<file path="src/rtl/pf_pkg.sv">
package pf_pkg;
    typedef enum logic {
        MODE_GLITCH   = 1'b0,
        MODE_DEBOUNCE = 1'b1
    } pf_mode_e;
endpackage

</file>
<file path="src/rtl/pf_sync.sv">
module pf_sync #(
    parameter int W = 8
) (
    input  logic         clk,
    input  logic         rst_n,
    input  logic         ce,
    input  logic [W-1:0] din,
    output logic [W-1:0] dout
);
    typedef struct packed {
        logic [W-1:0] meta;
        logic [W-1:0] lvl;
    } sync_t;

    sync_t st_d, st_q;

    always_comb begin
        st_d = st_q;
        if (ce) begin
            st_d.meta = din;
            st_d.lvl  = st_q.meta;
        end
    end

    always_ff @(posedge clk or negedge rst_n) begin
        if (!rst_n) st_q <= '0;
        else        st_q <= st_d;
    end

    assign dout = st_q.lvl;
endmodule

</file>
<file path="src/rtl/pf_divider.sv">
module pf_divider #(
    parameter int DIV_W = 8
) (
    input  logic             clk,
    input  logic             rst_n,
    input  logic             ce,
    input  logic             slow_stb,
    input  logic             div_we,
    input  logic [DIV_W-1:0] div_wdata,
    output logic             tick
);
    typedef struct packed {
        logic [DIV_W-1:0] div;
        logic [DIV_W-1:0] cnt;
    } div_t;

    div_t st_d, st_q;
    logic strobe;

    assign strobe = ce && slow_stb;
    assign tick   = strobe && (st_q.cnt == '0);

    always_comb begin
        st_d = st_q;
        if (div_we) begin
            st_d.div = div_wdata;
            st_d.cnt = div_wdata;
        end else if (strobe) begin
            if (st_q.cnt == '0) st_d.cnt = st_q.div;
            else                st_d.cnt = st_q.cnt - 1'b1;
        end
    end

    always_ff @(posedge clk or negedge rst_n) begin
        if (!rst_n) st_q <= '0;
        else        st_q <= st_d;
    end
endmodule

</file>
<file path="src/rtl/pf_lane.sv">
module pf_lane
    import pf_pkg::*;
(
    input  logic     clk,
    input  logic     rst_n,
    input  logic     ce,
    input  logic     enable,
    input  pf_mode_e mode,
    input  logic     tick,
    input  logic     lvl,
    output logic     level_out
);
    typedef struct packed {
        logic out;
        logic pend;
    } lane_t;

    lane_t st_d, st_q;
    logic  sample;

    assign sample = ce && ((mode == MODE_DEBOUNCE) ? tick : 1'b1);

    always_comb begin
        st_d = st_q;
        if (ce && !enable) begin
            st_d.out  = lvl;
            st_d.pend = 1'b0;
        end else if (enable && sample) begin
            if (lvl != st_q.out) begin
                if (st_q.pend) begin
                    st_d.out  = lvl;
                    st_d.pend = 1'b0;
                end else begin
                    st_d.pend = 1'b1;
                end
            end else begin
                st_d.pend = 1'b0;
            end
        end
    end

    always_ff @(posedge clk or negedge rst_n) begin
        if (!rst_n) st_q <= '0;
        else        st_q <= st_d;
    end

    assign level_out = enable ? st_q.out : lvl;
endmodule

</file>
<file path="src/rtl/pin_filter_bank.sv">
module pin_filter_bank
    import pf_pkg::*;
#(
    parameter int N_LINES = 8,
    parameter int DIV_W   = 8
) (
    input  logic               clk,
    input  logic               rst_n,
    input  logic               clk_en,
    input  logic               slow_stb,
    input  logic [N_LINES-1:0] pin_in,
    input  logic [N_LINES-1:0] sel_set,
    input  logic [N_LINES-1:0] sel_clr,
    input  logic               en_we,
    input  logic [N_LINES-1:0] en_wdata,
    input  logic               div_we,
    input  logic [DIV_W-1:0]   div_wdata,
    output logic [N_LINES-1:0] sel_status,
    output logic [N_LINES-1:0] pin_status
);
    typedef struct packed {
        logic [N_LINES-1:0] sel;
        logic [N_LINES-1:0] en;
    } cfg_t;

    cfg_t cfg_d, cfg_q;
    logic [N_LINES-1:0] sync_lvl;
    logic               div_tick;

    always_comb begin
        cfg_d     = cfg_q;
        cfg_d.sel = (cfg_q.sel | sel_set) & ~sel_clr;
        if (en_we) cfg_d.en = en_wdata;
    end

    always_ff @(posedge clk or negedge rst_n) begin
        if (!rst_n) cfg_q <= '0;
        else        cfg_q <= cfg_d;
    end

    pf_sync #(.W(N_LINES)) u_sync (
        .clk  (clk),
        .rst_n(rst_n),
        .ce   (clk_en),
        .din  (pin_in),
        .dout (sync_lvl)
    );

    pf_divider #(.DIV_W(DIV_W)) u_div (
        .clk      (clk),
        .rst_n    (rst_n),
        .ce       (clk_en),
        .slow_stb (slow_stb),
        .div_we   (div_we),
        .div_wdata(div_wdata),
        .tick     (div_tick)
    );

    for (genvar g = 0; g < N_LINES; g++) begin : g_lane
        pf_lane u_lane (
            .clk      (clk),
            .rst_n    (rst_n),
            .ce       (clk_en),
            .enable   (cfg_q.en[g]),
            .mode     (pf_mode_e'(cfg_q.sel[g])),
            .tick     (div_tick),
            .lvl      (sync_lvl[g]),
            .level_out(pin_status[g])
        );
    end

    assign sel_status = cfg_q.sel;
endmodule

</file>
<file path="config.mk">
export PLATFORM = sky130hd
export DESIGN_NAME = pin_filter_bank
export DESIGN_NICKNAME = d
export VERILOG_FILES = /design/src/rtl/pf_pkg.sv /design/src/rtl/pf_sync.sv /design/src/rtl/pf_divider.sv /design/src/rtl/pf_lane.sv /design/src/rtl/pin_filter_bank.sv
export SDC_FILE = /design/constraint.sdc
export NUM_CORES = 1
export LEC_CHECK = 0
export CAP_MARGIN = 15
export CELL_PAD_IN_SITES_DETAIL_PLACEMENT = 0
export CELL_PAD_IN_SITES_GLOBAL_PLACEMENT = 2
export CORE_ASPECT_RATIO = 0.9
export CORE_MARGIN = 2
export CORE_UTILIZATION = 35
export DETAILED_ROUTE_END_ITERATION = 10
export GPL_ROUTABILITY_DRIVEN = 0
export MAX_ROUTING_LAYER = met4
export PLACE_DENSITY_LB_ADDON = 0.1
export SYNTH_ARGS = -nofsm -noshare
export SYNTH_HDL_FRONTEND = slang
export SYNTH_HIERARCHICAL = 1
export SYNTH_SLANG_ARGS = --single-unit
</file>
<file path="constraint.sdc">
create_clock -name clk -period 2.72 [get_ports clk]
set_input_delay 0.544 -clock clk [delete_from_list [all_inputs] [get_ports clk]]
set_output_delay 0.544 -clock clk [all_outputs]
set_load 0.01 [all_outputs]
</file>
# Word level (Yosys, flattened, before mapping)
# Cells that the tools add are included.
# word_totals
register_bits,64
output_inout_bits,16
# op_classes
n_addsub,1
eq_ne,8
n_mux,67
bitwise_logic,3
n_reduce_logical,68
# ops
cell,n
2-bit nonzero test,25
1-bit two-way mux,48
2-bit two-way mux,16
1-bit logical AND,26
8-bit two-way mux,3
3-bit AND reduction,8
8-bit bitwise AND,1
1-bit zero test,8
8-bit zero test,1
1-bit inequality test,8
8-bit inverter,1
8-bit OR,1
8-bit by 1-bit subtractor with 8-bit output (second input constant),1

# Longest topological paths before layout
# Gate-level depths: netlist of the first run.
# depth
word_depth,7
mapped_depth,7
mapped_depth_nobuf,7

# By module
# Netlist of the first run, hierarchy kept.
# modules_own_cells
mod,instances,cells_each,area_per_inst_um2
pf_lane,8,11,137.6
pf_divider,1,88,898.4
pf_sync,1,42,709.4
pin_filter_bank,1,41,671.9

# Worst setup path after synthesis of the first run
# OpenSTA, ideal clock, no wires.
# synth_path
path_kind,reg2reg
start,register u_div/st_q[4] (netlist name)
end,register g_lane[0].u_lane/st_q[1] (netlist name)
setup_time_ns,0.125
t_arrival_ns,2.108
setup_slack_ns,0.487
path_stages_with_launch,7
n_path_buf,0
cell_sequence,dfrtp_1 > or4_4 > or3_4 > nor2_1 > nand3b_2 > nand3_2 > mux2_4
# synth_between
elab_chain_len,7
# synth_lines
element,line_no,text
"start, declared",pf_divider.sv:17,"div_t st_d, st_q;"
"start signal, assigned",pf_divider.sv:36,else st_q <= st_d;
8-bit zero test,pf_divider.sv:21,assign tick = strobe && (st_q.cnt == '0);
1-bit logical AND,pf_divider.sv:21,
net div_tick,pin_filter_bank.sv:28,logic div_tick;
1-bit two-way mux,pf_lane.sv:21,assign sample = ce && ((mode == MODE_DEBOUNCE) ? tick : 1'b1);
1-bit logical AND,pf_lane.sv:21,
1-bit logical AND,pf_lane.sv:28,end else if (enable && sample) begin
2-bit nonzero test (no line),--,
3-bit AND reduction (no line),--,
"end signal, assigned",pf_lane.sv:44,else st_q <= st_d;
"end, declared",pf_lane.sv:18,"lane_t st_d, st_q;"
# The timed path passes the listed nets, and every way through them passes these cells.
# A chain may end at the register's enable or synchronous reset.

# Worst setup path after layout of the first run
# layout_path
start,register u_div/st_q[4] (netlist name)
end,register g_lane[4].u_lane/st_q[1] (netlist name)
# layout_between
elab_chain_len,7
# layout_lines
element,line_no
8-bit zero test,pf_divider.sv:21
1-bit logical AND,pf_divider.sv:21
net div_tick,pin_filter_bank.sv:28
1-bit two-way mux,pf_lane.sv:21
1-bit logical AND,pf_lane.sv:21
1-bit logical AND,pf_lane.sv:28
2-bit nonzero test (no line),--
3-bit AND reduction (no line),--
"end signal, assigned",pf_lane.sv:44
"end, declared",pf_lane.sv:18
# The timed path passes the listed nets, and every way through them passes these cells.

==> results.json, run 1 <==
{
  "status": "finished clean",
  "synth_edf_count": 0,
  "cts_tree": "built",
  "finalSetupViolations": 0,
  "path_class": "reg -> reg",
  "cts_max_path_buffers": 2,
  "insertedDiodeCount": 0,
  "power_density_mw_per_mm2": 658,
  "ctsResizeCount": 0,
  "critPathMaxFanout": 5,
  "grt_first_pass_wirelength_mm": 11.3,
  "row_count": 34,
  "postRouteAntennaNets": 0,
  "grt-ovfl-total": 0,
  "total_power_w": 0.00275,
  "route.vias.total": 2092,
  "slew_violations": 0,
  "synthFlopType": "dfrtp_1",
  "slowest_stage": "or4_4",
  "hpwl_mm": 4.55,
  "drc_errors": 0,
  "cts-root-buf": "clkbuf_8",
  "fin_nets": 365,
  "die_h_um": 97.2,
  "synth_seq_cells": 64,
  "clock-sinks": 64,
  "ys_warn_count": 6,
  "htree_levels": 3,
  "wl_per_cell_um": 14.9,
  "area_delta_synth_final_pct": 23.7,
  "critPathLaunchType": "register",
  "synth_cell_types": 41,
  "clk_pin_slew_ps": 70,
  "synth_cells": 259,
  "die_x_um": 108,
  "grt.total_usage_pct": 14.5,
  "grt_antenna_before_repair": 0,
  "maxClockFrequency_mhz": 422,
  "start_util_pct": 35.5,
  "worstHoldPathType": "in -> async",
  "cts_buffers": 9,
  "syn-num-nets": 307,
  "fin_crit_ps": 2370,
  "drv_cap": 0,
  "required_ps": 2940,
  "worst_ep_arrival_time_ps": 2590,
  "drt-initial-drc-count": 71,
  "maxSlewHeadroom_pct": 66.8,
  "finalInstanceArea_mm2": 0.00418,
  "place_area_mm2": 0.00403,
  "ctsHoldBuffers": 0,
  "via_per_inst": 4.68,
  "post_cts.repair.setup_buffers": 0,
  "worst_setup_path_end_kind": "register",
  "yosysSeqAreaShare_pct": 47.4,
  "p_leak_nw": 1.82,
  "syn_area_mm2": 0.00338,
  "avgSynthCellArea_um2": 13.1,
  "fin_hold_ws_ps": 207,
  "drive_gt1_share_pct": 31.8,
  "die-area_mm2": 0.0105,
  "yosys-top-cells-count": "64 x dfrtp_1, 34 x mux2_4, 16 x buf_4, 13 x nand2_1, 12 x nor2_1",
  "yosysTopAreaCellShare_pct": 47.4,
  "core_area_mm2": 0.00953,
  "ios": 62,
  "drt_pass1_iterations": 4,
  "routed_wl_mm": 6.66,
  "yosysTopAreaCell": "dfrtp_1",
  "period_share_pct": 87.1,
  "fill_cells": 924,
  "tightestPinTransition_ps": 496,
  "ir_worst_vdd_uv": 220,
  "clock_latency_ps": 340,
  "rsz0062_at_grt": "false",
  "yosys-top-cells-area": "dfrtp_1 47%, mux2_4 15%, mux2_2 3.7%",
  "async_flop_share_pct": 100,
  "io_buffers": 61,
  "hold_viol": 0,
  "grt_pass1_vias": 2139,
  "finalSetupTns_ps": 0,
  "post-synth-top-count-cell": "dfrtp_1",
  "finClkSkew_ps": 2.73,
  "critPathMaxStageDelay_ps": 590,
  "grt_max_degree": 65,
  "worstPathCellList": "or4_4, or3_4, nor2_1, buf_4, nand3b_2, nand3_2, mux2_4"
}
## stage by stage
stage	setup slack, ps	std cells	utilization [%]
global placement	312	432	42.3
detailed placement	264	432	42.3
finish	350	447	43.9
CTS	316	447	43.9
floorplan	487	259	-
global route	213	447	43.9
## area by class of cell
class	count	area (µm²)	share of cell area, %
Clock buffer	14	143	3.41
Multi-Input combinational cell	165	1580	37.7
Clock inverter	1	5.00	0.120
Sequential cell	64	1600	38.3
Timing Repair Buffer	68	666	15.9
Tap cell	126	158	3.77
Inverter	9	33.8	0.808
## critical path: cells and delay by family (launching register included)
kind                   cells  cell delay (ps)
multiplexers               1              320
flip-flops                 1              420
AND/OR/NAND/NOR            5             1370
buffers and inverters      1              150
## cell families after synthesis
group	count (synthesis)	synth area share, %
compound gates	27	6.37
xor+xnor	11	2.85
fa+ha+maj	2	0.740
buf+inv	30	6.03
flops	64	47.4
mux	58	22.9
simple gates	67	13.7
## final timing paths
kind / end / depth (start not counted) / from / slack, ps
worst max-delay path: g_lane[4].u_lane/st_q[1] / 7 / u_div/st_q[4] / 350
worst min-delay path: sel_status[4] / 2 / rst_n / 210
worst max register to register: g_lane[4].u_lane/st_q[1] / 7 / u_div/st_q[4] / 350
worst min register to register: u_div/st_q[13] / 1 / u_div/st_q[13] / 500
max in group asynchronous: cfg_q[7] / 2 / rst_n / 2220
min in group clk: u_div/st_q[13] / 1 / u_div/st_q[13] / 500
## per-layer routing
layer	part of all wire, %	wire [µm]	vias up	GRT usage, %
met4	1.3	88	0	5.62
met1	49	3280	1037	20.1
li1	-	-	1008	-
met3	4.2	281	9	4.29
met2	45	3010	38	19.7
met5	0	0	-	-
## layout by cell type (no fill, tap or decap), types with 3 or more instances in the layout
cell	n
xnor2_1	8
clkbuf_8	9
xor2_1	3
nor3_1	4
clkdlybuf4s50_1	59
mux2_1	8
o21ba_2	8
nor2_1	12
inv_1	9
mux2_4	34
buf_4	6
nand2_1	13
nand2b_1	3
clkbuf_1	5
nand3b_2	8
mux2i_1	5
o21ai_0	7
nand2b_2	8
dfrtp_1	64
mux2_2	11
nand3_2	8
## sequential cells by signal (all words and copies together) (netlist names)
register,flops
g_lane.u_lane/st_q,16
u_sync/dout,8
sel_status,8
u_div/st_q,16
u_sync/st_q,8
cfg_q,8
## where the power goes
group          switching, W  internal [W]  leakage (nW)
Combinational      0.000259      0.000528         0.977
Clock              0.000348      0.000326        0.0745
Sequential         0.000156       0.00113         0.770
Total              0.000763       0.00199          1.82
Note: power is estimated with default switching activity, not from simulation.
==> run 2: changes to the inputs <==
- CTS_CLUSTER_SIZE: default -> 12
==> results of run 2 <==
The final DEF is identical to that of run 1; final timing and power are the same.
==> run 3: changes to the inputs <==
- CORE_UTILIZATION: 35 -> 33
- SYNTH_HIERARCHICAL: 1 -> default
==> run 3 against run 2 <==
  * First-iteration DRC count up 30%
  * Clock-buffer cell count shrank 1
  * Clock power grew 23%
  * Maximum frequency rose by 4.2%
  * Synthesized area fell by 5.3%
  * Largest power group unchanged
  * Core utilization is 1.8 points lower
  * Die area increased by 0.40%
  * Critical endpoint is now u_div.st_q[3]
  * Critical path depth shrank 4
  * Sequential power decreased by 5%
==> results.json, run 3 <==
{
  "route.vias.total": 2344,
  "cts-root-buf": "clkbuf_8",
  "place_area_mm2": 0.00383,
  "finClkSkew_ps": 4.96,
  "maxSlewHeadroom_pct": 56.4,
  "period_share_pct": 83.6,
  "cts_tree": "built",
  "post-synth-top-count-cell": "dfrtp_1",
  "p_leak_nw": 1.70,
  "grt.total_usage_pct": 14.8,
  "crit_path_end": "u_div.st_q[3]",
  "worst_ep_arrival_time_ps": 2500,
  "place_ws_ps": 258,
  "slew_violations": 0,
  "critPathLaunchType": "register",
  "grt-ovfl-total": 0,
  "drive_gt1_share_pct": 17.7,
  "drt_pass1_iterations": 6,
  "setup_ws_ps": 446,
  "layout_common_cells": "64 x dfrtp_1, 60 x clkdlybuf4s50_1, 39 x mux2_2, 37 x o21ai_0, 25 x nor2_1",
  "fin_crit_ps": 2270,
  "multi_input_area_mm2": 0.00135,
  "start_util_pct": 33.4,
  "critPathLaunch": "u_div.st_q[3]",
  "clock_latency_ps": 340,
  "path_class": "reg -> reg",
  "via_per_inst": 4.87,
  "insertedDiodeCount": 0,
  "fill_cells": 970,
  "seq_area_mm2": 0.00160,
  "synth_seq_cells": 64,
  "grt_use_met2_pct": 19.8,
  "syn-num-nets": 349,
  "grt_max_degree": 39,
  "reg2reg_slack_ps": 450,
  "yosysTopAreaCell": "dfrtp_1",
  "drc_errors": 0,
  "tightestPinTransition_ps": 653,
  "hpwl_mm": 4.66,
  "maxClockFrequency_mhz": 440,
  "finalSetupViolations": 0,
  "grt_pass1_vias": 2297,
  "status": "finished clean",
  "die-area_mm2": 0.0105,
  "grt_antenna_before_repair": 0,
  "worstHoldPathType": "in -> async",
  "r2r_end": "u_div.st_q[3]",
  "synth_edf_count": 0,
  "grt_first_pass_wirelength_mm": 11.5,
  "final_common_cell": "dfrtp_1",
  "ctsResizeCount": 0,
  "rr_worst_depth": 3,
  "die_h_um": 97.4,
  "core_area_mm2": 0.00957,
  "avgSynthCellArea_um2": 10.6,
  "ios": 62,
  "clk_pin_slew_ps": 70,
  "critPathMaxFanout": 10,
  "row_count": 34,
  "async_flop_share_pct": 100,
  "r2r-start": "u_div.st_q[3]",
  "clock-sinks": 64,
  "power.switching_w": 0.000709,
  "ys_warn_count": 0,
  "use_met1_pct": 20.4,
  "postRouteAntennaNets": 0,
  "area_delta_synth_final_pct": 25.8,
  "syn_area_mm2": 0.00320,
  "post_cts.repair.setup_buffers": 0,
  "power_density_mw_per_mm2": 648,
  "rsz0062_at_grt": "false",
  "synthFlopType": "dfrtp_1",
  "wl_per_cell_um": 14.4,
  "pwr-share-comb_pct": 21.5,
  "drv_cap": 0,
  "yosysSeqAreaShare_pct": 50.0,
  "cts_max_path_buffers": 2,
  "total_power_w": 0.00261,
  "synth_cell_types": 43,
  "cts_buffers": 9,
  "reg_top3": "g_lane.u_lane.st_q (16), u_div.st_q (16)",
  "die_x_um": 108,
  "hold_viol": 0,
  "required_ps": 2950,
  "ir_worst_vdd_uv": 311,
  "p_seq_share_pct": 46.8,
  "yosys-top-cells-count": "64 x dfrtp_1, 39 x mux2_2, 37 x o21ai_0, 25 x nor2_1, 18 x nand2_1",
  "worst_setup_path_end_kind": "register",
  "finalSetupTns_ps": 0,
  "finalInstanceArea_mm2": 0.00403,
  "synth_cells": 301,
  "io_buffers": 61,
  "htree_levels": 3,
  "yosysTopAreaCellShare_pct": 50.0,
  "drt-initial-drc-count": 92,
  "routed_wl_mm": 6.95,
  "fin_nets": 398,
  "met3_usage_pct": 4.90,
  "ctsHoldBuffers": 0,
  "yosys-top-cells-area": "dfrtp_1 50%, mux2_2 14%, o21ai_0 5.8%",
  "internal_power_w": 0.00190,
  "busiest_layer": "met1",
  "swShare_pct": 27.2,
  "p_clk_share_pct": 31.7
}
run 3: cell count changes after synthesis, sizes merged, moves of 10 or more:
cell    change
nand2b     -10
o21ai      +30
nor2       +13
mux2       -13
run 3: power by group through the flow:
stage                     registers (W)  clock network [W]  logic [W]
after floorplan                 0.00120                  0   0.000407
after global placement          0.00124                  0   0.000564
after detailed placement        0.00124                  0   0.000567
after CTS                       0.00122           0.000865   0.000570
after global routing            0.00124           0.000914   0.000623
final                           0.00122           0.000828   0.000561
run 3: cell type report:
cell class / instances / share of cell area (%)
Timing Repair Buffer: 66 / 16.3
Multi-Input combinational cell: 192 / 33.5
Clock buffer: 13 / 3.95
Inverter: 17 / 1.58
Sequential cell: 64 / 39.8
Clock inverter: 3 / 0.994
Tap cell: 126 / 3.91
run 3: logic make-up (layout without fill, tap and decap cells):
| kind of cell | after synthesis | in the layout | share of synthesized area (%) |
|---|---|---|---|
| compound gates | 72 | 72 | 14.0 |
| simple gates | 70 | 70 | 10.9 |
| flops | 64 | 64 | 50.0 |
| buf+inv | 45 | 99 | 7.78 |
| mux | 42 | 42 | 14.8 |
| xor+xnor | 6 | 6 | 1.64 |
| fa+ha+maj | 2 | 2 | 0.782 |
run 3: how the worst min path moves through the flow:
stage / start / to / slack [ps]
floorplan: rst_n / cfg_q[0] / 250
finish: rst_n / u_div.st_q[9] / 220
detailed placement: g_lane[3].u_lane.st_q[0] / g_lane[3].u_lane.st_q[0] / 490
CTS: rst_n / u_div.st_q[9] / 240
global route: rst_n / u_div.st_q[9] / 260
global placement: u_sync.st_q[14] / u_sync.dout[6] / 490
run 3: routing by layer:
layer / wire (µm) / up-vias
met5: 0 / -
met4: 136 / 0
met3: 394 / 11
met2: 2990 / 64
met1: 3430 / 1125
li1: - / 1144
run 3: critical path, cell delays in order, from the launching register on:
cell	delay (ps)
dfrtp_1	440
or4_4	600
or4_1	740
o311a_1	380
run 3: through the flow:
step / hold slack (ps) / util, % / std cells
6_report: 219 / 42.1 / 481
5_1_grt: 264 / 42.1 / 481
3_5_place_dp: 491 / 40.0 / 465
3_3_place_gp: 485 / 40.0 / 465
2_1_floorplan: 248 / - / 301
4_1_cts: 236 / 42.1 / 481
